`config.mk`:
```
export PLATFORM = sky130hd
export DESIGN_NAME = bce_core
export DESIGN_NICKNAME = d
export VERILOG_FILES = /design/src/rtl/bce_pkg.sv /design/src/rtl/bce_decode.sv /design/src/rtl/bce_stack.sv /design/src/rtl/bce_locals.sv /design/src/rtl/bce_core.sv
export SDC_FILE = /design/constraint.sdc
export NUM_CORES = 1
export LEC_CHECK = 0
export BUFFER_PORTS_ARGS = -buffer_cell sky130_fd_sc_hd__clkbuf_2
export CAP_MARGIN = 20
export CORE_UTILIZATION = 52
export DETAILED_ROUTE_END_ITERATION = 16
export PLACE_DENSITY_LB_ADDON = 0.15
export SLEW_MARGIN = 20
export SYNTH_ARGS = -nofsm -noshare
export SYNTH_HDL_FRONTEND = slang
export SYNTH_SLANG_ARGS = --single-unit
```
`constraint.sdc`:
```
create_clock -name clk -period 6.82 [get_ports clk]
set_input_delay 0.682 -clock clk [delete_from_list [all_inputs] [get_ports clk]]
set_output_delay 0.682 -clock clk [all_outputs]
set_load 0.005 [all_outputs]
```
`src/rtl/bce_pkg.sv`:
```
package bce_pkg;

  localparam logic [7:0] OPC_PUSH_IMM = 8'h10;
  localparam logic [7:0] OPC_ZERO     = 8'h03;
  localparam logic [7:0] OPC_ST1      = 8'h3c;
  localparam logic [7:0] OPC_ST2      = 8'h3d;
  localparam logic [7:0] OPC_ST3      = 8'h3e;
  localparam logic [7:0] OPC_LD1      = 8'h1b;
  localparam logic [7:0] OPC_LD2      = 8'h1c;
  localparam logic [7:0] OPC_ADD      = 8'h60;
  localparam logic [7:0] OPC_RET      = 8'hb1;

  typedef enum logic [1:0] {
    ST_IDLE,
    ST_FETCH,
    ST_DEC,
    ST_IMM
  } run_state_e;

  typedef enum logic [2:0] {
    K_PUSH_IMM,
    K_ZERO,
    K_STORE,
    K_LOAD,
    K_ADD,
    K_RET,
    K_BAD
  } op_kind_e;

endpackage

```
`src/rtl/bce_decode.sv`:
```
module bce_decode
  import bce_pkg::*;
#(
  parameter int LW = 2
) (
  input  logic [7:0]    opc,
  output op_kind_e      kind,
  output logic [LW-1:0] slot
);

  logic [7:0] st_off;
  logic [7:0] ld_off;

  assign st_off = opc - 8'h3b;
  assign ld_off = opc - 8'h1a;

  always_comb begin
    kind = K_BAD;
    slot = '0;
    unique case (opc)
      OPC_PUSH_IMM: kind = K_PUSH_IMM;
      OPC_ZERO:     kind = K_ZERO;
      OPC_ST1, OPC_ST2, OPC_ST3: begin
        kind = K_STORE;
        slot = LW'(st_off[1:0]);
      end
      OPC_LD1, OPC_LD2: begin
        kind = K_LOAD;
        slot = LW'(ld_off[1:0]);
      end
      OPC_ADD:      kind = K_ADD;
      OPC_RET:      kind = K_RET;
      default:      kind = K_BAD;
    endcase
  end

endmodule

```
`src/rtl/bce_stack.sv`:
```
module bce_stack #(
  parameter int DW    = 32,
  parameter int DEPTH = 16,
  localparam int IW   = (DEPTH > 1) ? $clog2(DEPTH) : 1,
  localparam int SPW  = $clog2(DEPTH + 1)
) (
  input  logic           clk,
  input  logic           rst_n,
  input  logic           clr,
  input  logic           push_en,
  input  logic [DW-1:0]  push_val,
  input  logic           pop_en,
  input  logic           add_en,
  output logic [DW-1:0]  tos,
  output logic [DW-1:0]  nos,
  output logic [SPW-1:0] depth
);

  logic [SPW-1:0]      sp_q, sp_n;
  logic [DW-1:0]       ent_q [DEPTH];
  logic                wr_en;
  logic [IW-1:0]       wr_idx;
  logic [DW-1:0]       wr_val;
  logic [DEPTH-1:0]    ent_we;
  logic [IW-1:0]       tos_idx, nos_idx;

  assign tos_idx = IW'(sp_q - SPW'(1));
  assign nos_idx = IW'(sp_q - SPW'(2));
  assign tos     = (sp_q != '0) ? ent_q[tos_idx] : '0;
  assign nos     = (sp_q > SPW'(1)) ? ent_q[nos_idx] : '0;
  assign depth   = sp_q;

  always_comb begin
    sp_n   = sp_q;
    wr_en  = 1'b0;
    wr_idx = IW'(sp_q);
    wr_val = push_val;
    if (clr) begin
      sp_n = '0;
    end else if (push_en) begin
      wr_en = 1'b1;
      sp_n  = sp_q + SPW'(1);
    end else if (pop_en) begin
      sp_n = sp_q - SPW'(1);
    end else if (add_en) begin
      wr_en  = 1'b1;
      wr_idx = nos_idx;
      wr_val = tos + nos;
      sp_n   = sp_q - SPW'(1);
    end
  end

  for (genvar gi = 0; gi < DEPTH; gi++) begin : g_we
    assign ent_we[gi] = wr_en && (wr_idx == IW'(gi));
  end

  always_ff @(posedge clk or negedge rst_n) begin
    if (!rst_n) sp_q <= '0;
    else        sp_q <= sp_n;
  end

  always_ff @(posedge clk) begin
    for (int i = 0; i < DEPTH; i++) begin
      if (ent_we[i]) ent_q[i] <= wr_val;
    end
  end

endmodule

```
`src/rtl/bce_locals.sv`:
```
module bce_locals #(
  parameter int DW   = 32,
  parameter int NLOC = 4,
  localparam int LW  = $clog2(NLOC)
) (
  input  logic          clk,
  input  logic          rst_n,
  input  logic          wr_en,
  input  logic [LW-1:0] wr_idx,
  input  logic [DW-1:0] wr_val,
  input  logic [LW-1:0] rd_a_idx,
  output logic [DW-1:0] rd_a,
  input  logic [LW-1:0] rd_b_idx,
  output logic [DW-1:0] rd_b
);

  logic [DW-1:0]   slot_q [NLOC];
  logic [NLOC-1:0] slot_we;

  for (genvar gi = 0; gi < NLOC; gi++) begin : g_we
    assign slot_we[gi] = wr_en && (wr_idx == LW'(gi));
  end

  always_ff @(posedge clk or negedge rst_n) begin
    if (!rst_n) begin
      for (int i = 0; i < NLOC; i++) slot_q[i] <= '0;
    end else begin
      for (int i = 0; i < NLOC; i++) begin
        if (slot_we[i]) slot_q[i] <= wr_val;
      end
    end
  end

  assign rd_a = slot_q[rd_a_idx];
  assign rd_b = slot_q[rd_b_idx];

endmodule

```
`src/rtl/bce_core.sv`:
```
module bce_core
  import bce_pkg::*;
#(
  parameter int DW        = 32,
  parameter int STK_DEPTH = 16,
  parameter int NLOC      = 4,
  parameter int AW        = 16,
  localparam int LW       = $clog2(NLOC),
  localparam int SPW      = $clog2(STK_DEPTH + 1)
) (
  input  logic           clk,
  input  logic           rst_n,
  input  logic           start,
  input  logic [AW-1:0]  start_pc,
  output logic           code_rd,
  output logic [AW-1:0]  code_addr,
  input  logic [7:0]     code_data,
  output logic           busy,
  output logic           done,
  output logic           err_stack,
  output logic           err_opcode,
  input  logic [LW-1:0]  dbg_sel,
  output logic [DW-1:0]  dbg_local,
  output logic [DW-1:0]  tos,
  output logic [SPW-1:0] depth
);

  initial begin
    if (NLOC < 4) $error("bce_core: NLOC must be at least 4");
    if (DW < 8)   $error("bce_core: DW must be at least 8");
  end

  run_state_e    st_q, st_n;
  logic [AW-1:0] pc_q, pc_n;
  logic          done_q, done_n;
  logic          es_q, es_n;
  logic          eo_q, eo_n;

  op_kind_e      kind;
  logic [LW-1:0] slot;

  logic          stk_clr, stk_push, stk_pop, stk_add;
  logic [DW-1:0] push_val;
  logic [DW-1:0] stk_tos, stk_nos;
  logic [SPW-1:0] stk_depth;
  logic          stk_full, stk_empty, stk_short;

  logic          lw_en;
  logic [DW-1:0] ld_val;

  bce_decode #(.LW(LW)) u_dec (
    .opc  (code_data),
    .kind (kind),
    .slot (slot)
  );

  bce_stack #(.DW(DW), .DEPTH(STK_DEPTH)) u_stk (
    .clk      (clk),
    .rst_n    (rst_n),
    .clr      (stk_clr),
    .push_en  (stk_push),
    .push_val (push_val),
    .pop_en   (stk_pop),
    .add_en   (stk_add),
    .tos      (stk_tos),
    .nos      (stk_nos),
    .depth    (stk_depth)
  );

  bce_locals #(.DW(DW), .NLOC(NLOC)) u_loc (
    .clk      (clk),
    .rst_n    (rst_n),
    .wr_en    (lw_en),
    .wr_idx   (slot),
    .wr_val   (stk_tos),
    .rd_a_idx (slot),
    .rd_a     (ld_val),
    .rd_b_idx (dbg_sel),
    .rd_b     (dbg_local)
  );

  assign stk_full  = (stk_depth == SPW'(STK_DEPTH));
  assign stk_empty = (stk_depth == '0);
  assign stk_short = (stk_depth < SPW'(2));

  // next-state process
  always_comb begin
    st_n      = st_q;
    pc_n      = pc_q;
    done_n    = 1'b0;
    es_n      = es_q;
    eo_n      = eo_q;
    code_rd   = 1'b0;
    code_addr = pc_q;
    stk_clr   = 1'b0;
    stk_push  = 1'b0;
    stk_pop   = 1'b0;
    stk_add   = 1'b0;
    push_val  = '0;
    lw_en     = 1'b0;

    unique case (st_q)
      ST_IDLE: begin
        if (start) begin
          pc_n    = start_pc;
          es_n    = 1'b0;
          eo_n    = 1'b0;
          stk_clr = 1'b1;
          st_n    = ST_FETCH;
        end
      end

      ST_FETCH: begin
        code_rd = 1'b1;
        st_n    = ST_DEC;
      end

      ST_DEC: begin
        unique case (kind)
          K_PUSH_IMM: begin
            code_rd   = 1'b1;
            code_addr = pc_q + AW'(1);
            st_n      = ST_IMM;
          end
          K_ZERO: begin
            if (stk_full) begin
              es_n = 1'b1;
            end else begin
              stk_push = 1'b1;
              push_val = '0;
            end
          end
          K_STORE: begin
            if (stk_empty) begin
              es_n = 1'b1;
            end else begin
              stk_pop = 1'b1;
              lw_en   = 1'b1;
            end
          end
          K_LOAD: begin
            if (stk_full) begin
              es_n = 1'b1;
            end else begin
              stk_push = 1'b1;
              push_val = ld_val;
            end
          end
          K_ADD: begin
            if (stk_short) es_n = 1'b1;
            else           stk_add = 1'b1;
          end
          K_RET: begin
            st_n   = ST_IDLE;
            done_n = 1'b1;
          end
          default: begin
            eo_n   = 1'b1;
            st_n   = ST_IDLE;
            done_n = 1'b1;
          end
        endcase
        if (kind == K_ZERO || kind == K_STORE || kind == K_LOAD || kind == K_ADD) begin
          if (es_n) begin
            st_n   = ST_IDLE;
            done_n = 1'b1;
          end else begin
            pc_n = pc_q + AW'(1);
            st_n = ST_FETCH;
          end
        end
      end

      ST_IMM: begin
        if (stk_full) begin
          es_n   = 1'b1;
          st_n   = ST_IDLE;
          done_n = 1'b1;
        end else begin
          stk_push = 1'b1;
          push_val = {{(DW-8){code_data[7]}}, code_data};
          pc_n     = pc_q + AW'(2);
          st_n     = ST_FETCH;
        end
      end

      default: st_n = ST_IDLE;
    endcase
  end

  // register process
  always_ff @(posedge clk or negedge rst_n) begin
    if (!rst_n) begin
      st_q   <= ST_IDLE;
      pc_q   <= '0;
      done_q <= 1'b0;
      es_q   <= 1'b0;
      eo_q   <= 1'b0;
    end else begin
      st_q   <= st_n;
      pc_q   <= pc_n;
      done_q <= done_n;
      es_q   <= es_n;
      eo_q   <= eo_n;
    end
  end

  assign busy       = (st_q != ST_IDLE);
  assign done       = done_q;
  assign err_stack  = es_q;
  assign err_opcode = eo_q;
  assign tos        = stk_tos;
  assign depth      = stk_depth;

endmodule

```
Yosys cells after proc, flatten, opt, wreduce, memory -nomap -nowiden. Memories as Yosys holds them, arrays and structs flattened. Index checks and enable logic that the tools add are counted.

Bits in registers: 154. RAM bits: 512. Input bits: 29. Output and inout port bits: 90. Logic and storage cells: 272. Memories kept: 1.

Memory list: u_stk.ent_q (depth 16, width 32, rd ports 2, clocked after memory_dff 0, wr ports 1, RTL line bce_stack.sv:20) `logic [DW-1:0] ent_q [DEPTH];`.

Add/subtract/negate cells: 8. Magnitude comparators: 4. Eq/ne operators: 42. Multiplexer cells: 147. Bitwise operators: 2. Reductions and logical operators: 58.

Operators by type and width (number): two-way mux 32 bit (28); OR reduction 32 bit (15); binary-select mux 32 bit (select 2 bit) (2); two-way mux 16 bit (6); two-way mux 4 bit (19); two-way mux 1 bit (74); one-hot mux 32 bit (2 select lines) (1); one-hot mux 16 bit (3 select lines) (1); adder 32 bit (1); == test 4 bit, second input constant (8); == test 8 x 5 -> 1 bit, second input constant (3); == test 8 x 6 -> 1 bit, second input constant (3); logical AND 1 bit (20); two-way mux 5 bit (4); one-hot mux 3 bit (6 select lines) (1); adder 16 x 1 -> 16 bit, second input constant (1); adder 16 x 2 -> 16 bit, second input constant (1); == test 4 x 3 -> 1 bit, second input constant (4); != test 2 bit, second input constant (5); == test 2 bit, second input constant (4); == test 4 x 2 -> 1 bit, second input constant (2); == test 8 x 2 -> 1 bit, second input constant (1); == test 8 x 7 -> 1 bit, second input constant (1); == test 8 bit, second input constant (1); 37 further kinds (55).

Depth between registers and ports, before layout.
Depth after elaboration: 30. Depth in mapped cells: 24. Depth with buffers taken out: 19.

By module. Synthesis repeated with hierarchy kept, for this count alone.

Cells, all modules: 2159. Area, all modules: 35089.9 µm².

By module, submodules not included: bce_stack (times used 1, cells an instance 1450, area each 26036.2 µm², seq. area each 15499.9 µm²); bce_locals (times used 1, cells an instance 350, area each 6258.5 µm², seq. area each 3203.1 µm²); bce_core (times used 1, cells an instance 332, area each 2549.9 µm², seq. area each 525.5 µm²); bce_decode (times used 1, cells an instance 27, area each 245.2 µm², seq. area each 0.0 µm²).

Worst setup path before layout. No wires, ideal clock.

Path kind: reg2reg. From: register u_stk.sp_q[0], in the netlist u_stk.depth[0]. To: memory u_stk.ent_q[0][30] (data pin). Setup time: 330 ps. Arrival time: 5825 ps. Required time: 6490 ps. Slack: 664 ps. Stages on the path, launching flop included: 25. Path buffers: 5. Period minus slack after synthesis: 6156 ps. Cell sequence: dfrtp_1 > buf_2 > clkbuf_1 > buf_2 > inv_1 > ha_1 > clkbuf_1 > clkbuf_1 > mux4_2 > nand2_1 > nand3b_1 > nand3_1 > inv_1 > ha_1 > inv_1 > fa_1 > nand2b_1 > a21oi_1 > o21ai_0 > o211ai_1 > a221oi_1 > o31ai_1 > a211oi_1 > xor2_1 > o21ai_0.

Elaborated cells between the ends (all ways): 121. Classes of those cells: add/sub: 3; order compare: 2; eq/ne: 15; mux: 70; reduce/logical: 30; memory: 1.

RTL lines: start: declaration (RTL line bce_stack.sv:19) `logic [SPW-1:0] sp_q, sp_n;`; start signal: assignment (RTL line bce_stack.sv:59) `else sp_q <= sp_n;`; subtractor 5 x 1 -> 5 bit; memory (16 x 32 bit); two-way mux 32 bit (*) (RTL line bce_stack.sv:29) `assign tos = (sp_q != '0) ? ent_q[tos_idx] : '0;`; via tos[0] (RTL line bce_core.sv:24) `output logic [DW-1:0] tos,`; adder 32 bit (*) (RTL line bce_stack.sv:48) `wr_val = tos + nos;`; two-way mux 32 bit (*) (RTL line bce_stack.sv:45) `end else if (add_en) begin`; two-way mux 32 bit (*) (RTL line bce_stack.sv:43) `end else if (pop_en) begin`; two-way mux 32 bit (*) (RTL line bce_stack.sv:40) `end else if (push_en) begin`; two-way mux 32 bit (*) (RTL line bce_stack.sv:38) `if (clr) begin`; via u_stk.wr_val[30] (RTL line bce_stack.sv:23) `logic [DW-1:0] wr_val;`; two-way mux 32 bit (no line) (14 in a row); two-way mux 32 bit (no line) (*); end: declaration (RTL line bce_stack.sv:20).

Mark *: on every way through the listed nets, which the timed path passes. The rest lies on a longest branch.

Worst setup path in the final report.
From: register u_stk.sp_q[2], in the netlist u_stk.depth[2]. To: memory u_stk.ent_q[6][31] (data pin).

Elaborated cells between the ends (all ways): 121. Classes of those cells: add/sub: 3; order compare: 2; eq/ne: 15; mux: 70; reduce/logical: 30; memory: 1.

RTL lines (RTL line): subtractor 5 x 1 -> 5 bit, or another cell as far along; memory (16 x 32 bit), or another cell as far along; two-way mux 32 bit, or another cell as far along (bce_stack.sv:29); adder 32 bit, or another cell as far along (bce_stack.sv:48); two-way mux 32 bit (bce_stack.sv:45); two-way mux 32 bit (bce_stack.sv:43); two-way mux 32 bit (bce_stack.sv:40); two-way mux 32 bit (*) (bce_stack.sv:38); via u_stk.wr_val[31] (bce_stack.sv:23); two-way mux 32 bit (no line) (14 in a row); two-way mux 32 bit (no line) (*).

Marks and branches as above.

==> Implementation_results.wiki <==
{| class="wikitable"
! Metric !! Value
|-
| H-tree Lvls || 3
|-
| Hold Violations, Final || 0
|-
| Number of optimization iterations in the first detailed-route pass || 6
|-
| Internal reg-to-reg setup slack || 340 ps
|-
| Clock insertion delay at the later pin of the skew report || 620 ps
|-
| Most frequent cells after synthesis || 512 x sky130_fd_sc_hd__edfxtp_1, 352 x sky130_fd_sc_hd__mux4_2, 309 x sky130_fd_sc_hd__nand2_1
|-
| Remaining antenna violation count after routing || 0
|-
| Post-detailed-route wirelength per cell || 29.09 µm
|-
| Post-Syn Area per Cell || 14.90 µm²
|-
| Fraction of synthesis flops using an asynchronous set or reset pin || 23.12%
|-
| Type of the worst min-delay path || input port to asynchronous set/reset pin
|-
| Fin crit share || 95.00%
|-
| Maximum root-to-sink buffer count || 3
|-
| Number of antenna violations at the first check in global routing || 1
|-
| Die outline area || 0.06684 mm²
|-
| Worst R2R Path Depth || 16
|-
| Crit path time final || 6479 ps
|-
| Count of flip-flops with a built-in enable after synthesis || 512
|-
| Global-route usage over all layers || 29.33%
|-
| #FFs+latches synth || 666
|-
| Maximum clock rate || 154.3 MHz
|-
| Terminus of the critical flop-to-flop path || u_stk.ent_q[6][31]
|-
| Cell chosen for the clock root || sky130_fd_sc_hd__clkbuf_16
|-
| Worst endpoint data arrival time || 6740 ps
|-
| Core Rows || 93
|-
| CTS Hold Buffers Added || 0
|-
| DR iter-0 viols || 2546
|-
| Number of warnings printed during yosys synthesis || 0
|-
| Largest area contributor in the netlist || sky130_fd_sc_hd__edfxtp_1
|-
| Crit Path Class || flop to flop
|-
| Final setup violation count || 0
|-
| Buffers inserted by post-CTS timing repair || 0
|-
| Post-synth net total || 2376
|-
| Leftover overflow at the end of global routing || 0
|-
| Proportion of layout cells with a drive suffix above 1 || 29.16%
|-
| FF-to-FF Start || u_stk.depth[2]
|-
| Most frequent cell after synthesis || sky130_fd_sc_hd__edfxtp_1
|-
| Instance count of the mapped netlist || 2297
|-
| Final core occ || 59.63%
|-
| Required time of the worst setup path || 7090 ps
|-
| Via count of the first global-routing pass || 21919
|-
| Dominant synthesized flop cell || sky130_fd_sc_hd__edfxtp_1
|-
| Number of violations of the max-capacitance limit || 0
|-
| Worst setup skew after layout || 22.53 ps
|-
| Effective utilization at floorplan || 52.89%
|-
| Number of slew-limit violations in the final report || 0
|-
| Number of I/O pins || 119
|-
| Share of Yosys cell area claimed by the top area cell type || 44.93%
|-
| Max_slew headroom || 30.64%
|-
| Via-to-Cell Ratio || 6.660
|-
| First-pass GRT wire length || 143.3 mm
|-
| Number of vias in the routed layout || 22097
|-
| Crit. End Element || flop
|-
| Pin count of the biggest net entering global routing || 129
|-
| Number of different library cells in the post-synthesis netlist || 77
|-
| Total CTS buffers || 72
|-
| DRT Wirelength || 96.51 mm
|-
| Fin Setup TNS || 0 ps
|-
| Post-route DRC violation count || 0
|-
| Syn-to-layout area delta || 12.73%
|-
| Worst hold margin || 141.9 ps
|-
| Number of input and output port buffers inserted || 118
|-
| Vert. Die Dim || 258.5 µm
|-
| Startpoint kind of the worst setup timing path || flop
|-
| Global placement routability congestion || 0.8461
|-
| Clk pin slew, worst setup/hold paths || 60 ps
|-
| Die width || 258.5 µm
|-
| Post-cts sizing count || 0
|-
| Detail Placement HPWL || 59.49 mm
|-
| Unrepaired setup endpoints after global routing || no
|-
| Number of nets in the layout || 2489
|-
| Clock Sinks || 666
|-
| Clock tree from TritonCTS || built
|-
| Part of the Yosys area used for sequential elements || 56.19%
|-
| Top area cells in the synthesized netlist || sky130_fd_sc_hd__edfxtp_1 45%, sky130_fd_sc_hd__mux4_2 23%, sky130_fd_sc_hd__dfrtp_1 11%
|-
| Number of fillers in the final layout || 4975
|-
| Post-synth design cell area || 0.03422 mm²
|-
| Maximum fanout along the worst path || 47
|-
| Outcome || complete, no violations
|-
| Floorplan Core Area || 0.06470 mm²
|-
| Tightest Pin Transition || 1040 ps
|}
critical path, stage by stage, from the launching register on:
cell                        delay [ps]
sky130_fd_sc_hd__dfrtp_1           570
sky130_fd_sc_hd__inv_1             260
sky130_fd_sc_hd__ha_1              400
sky130_fd_sc_hd__a21boi_0          440
sky130_fd_sc_hd__xnor2_2           210
sky130_fd_sc_hd__buf_12            320
sky130_fd_sc_hd__mux4_2            470
sky130_fd_sc_hd__and2_1            240
sky130_fd_sc_hd__ha_1              260
sky130_fd_sc_hd__a2111oi_0         420
sky130_fd_sc_hd__a22oi_1           300
sky130_fd_sc_hd__a221o_1           480
sky130_fd_sc_hd__a21oi_2           300
sky130_fd_sc_hd__o31ai_2           160
sky130_fd_sc_hd__a221oi_2          350
sky130_fd_sc_hd__xnor2_1           110
sky130_fd_sc_hd__o21ai_1           800
area by class of cell:
| class | count | area, µm² | area share, % |
|---|---|---|---|
| repair buffers | 202 | 1390 | 3.604 |
| diodes | 1 | 2.502 | 0.006487 |
| inverters | 56 | 210.2 | 0.5449 |
| well taps | 855 | 1070 | 2.773 |
| clock inverters | 32 | 275.3 | 0.7136 |
| flip-flops and latches | 666 | 19240 | 49.87 |
| clock buffers | 94 | 2073 | 5.374 |
| multi-input cells | 1412 | 14320 | 37.12 |
cells in the final DEF (no fill, tap or decap), drive strengths merged, types with 6 or more instances in the layout:
master	count
xnor2	50
clkinv	25
a222oi	6
a221oi	8
nand4	11
inv	55
nor2	61
a21o	17
a211oi	10
nand3	85
a21oi	67
ha	49
and3	8
dfrtp	154
o21ai	174
clkbuf	211
xor2	25
nand2b	6
nor3	17
mux2	9
edfxtp	512
nand2	309
mux4	352
buf	85
nand3b	32
nor2b	33
layer usage:
layer / up-vias / GRT usage [%] / wire (µm)
li1: 9279 / - / -
met1: 11637 / 41.35 / 38010
met2: 1010 / 45.84 / 46400
met3: 169 / 7.297 / 9683
met4: 2 / 7.988 / 2391
met5: - / 0 / 13
kinds of logic after synthesis:
kind of cell | count (synthesis) | share of synthesized area (%)
XOR/XNOR | 75 | 1.920
adder cells (fa/ha/maj) | 50 | 1.850
AND/OR/NAND/NOR | 586 | 7.997
AO/OA/AOI/OAI | 336 | 5.883
multiplexers | 365 | 23.59
buffers and inverters | 219 | 2.567
flip-flops | 666 | 56.19
stage by stage:
stage | cells | setup slack, ps | cell area (µm²)
floorplan | 2297 | 664.3 | 34220
global placement | 3191 | 496.5 | 36210
detailed placement | 3191 | 431.4 | 36210
CTS | 3317 | 444.1 | 38560
global route | 3317 | 55.96 | 38570
finish | 3318 | 341.2 | 38580
worst max path at each step:
stage	slack [ps]	cells past startpoint	endpoint	start
2_1_floorplan	660	24	u_stk.ent_q[0][30]	u_stk.depth[0]
3_3_place_gp	500	18	u_stk.ent_q[2][29]	u_stk.depth[2]
3_5_place_dp	430	16	u_stk.ent_q[11][31]	u_stk.depth[2]
4_1_cts	440	16	u_stk.ent_q[6][31]	u_stk.depth[2]
5_1_grt	60	18	u_stk.ent_q[7][28]	u_stk.depth[2]
6_report	340	16	u_stk.ent_q[6][31]	u_stk.depth[2]
registers in the layout, indices dropped and copies added (netlist names):
register	flops
u_stk.ent_q	512
err_stack	1
st_q	2
err_opcode	1
pc_q	16
u_stk.depth	5
done	1
u_loc.slot_q	128
Power is left out: the tool's default activity adds up to more than one toggle a clock period on the data nets, which glitch-free logic cannot reach.
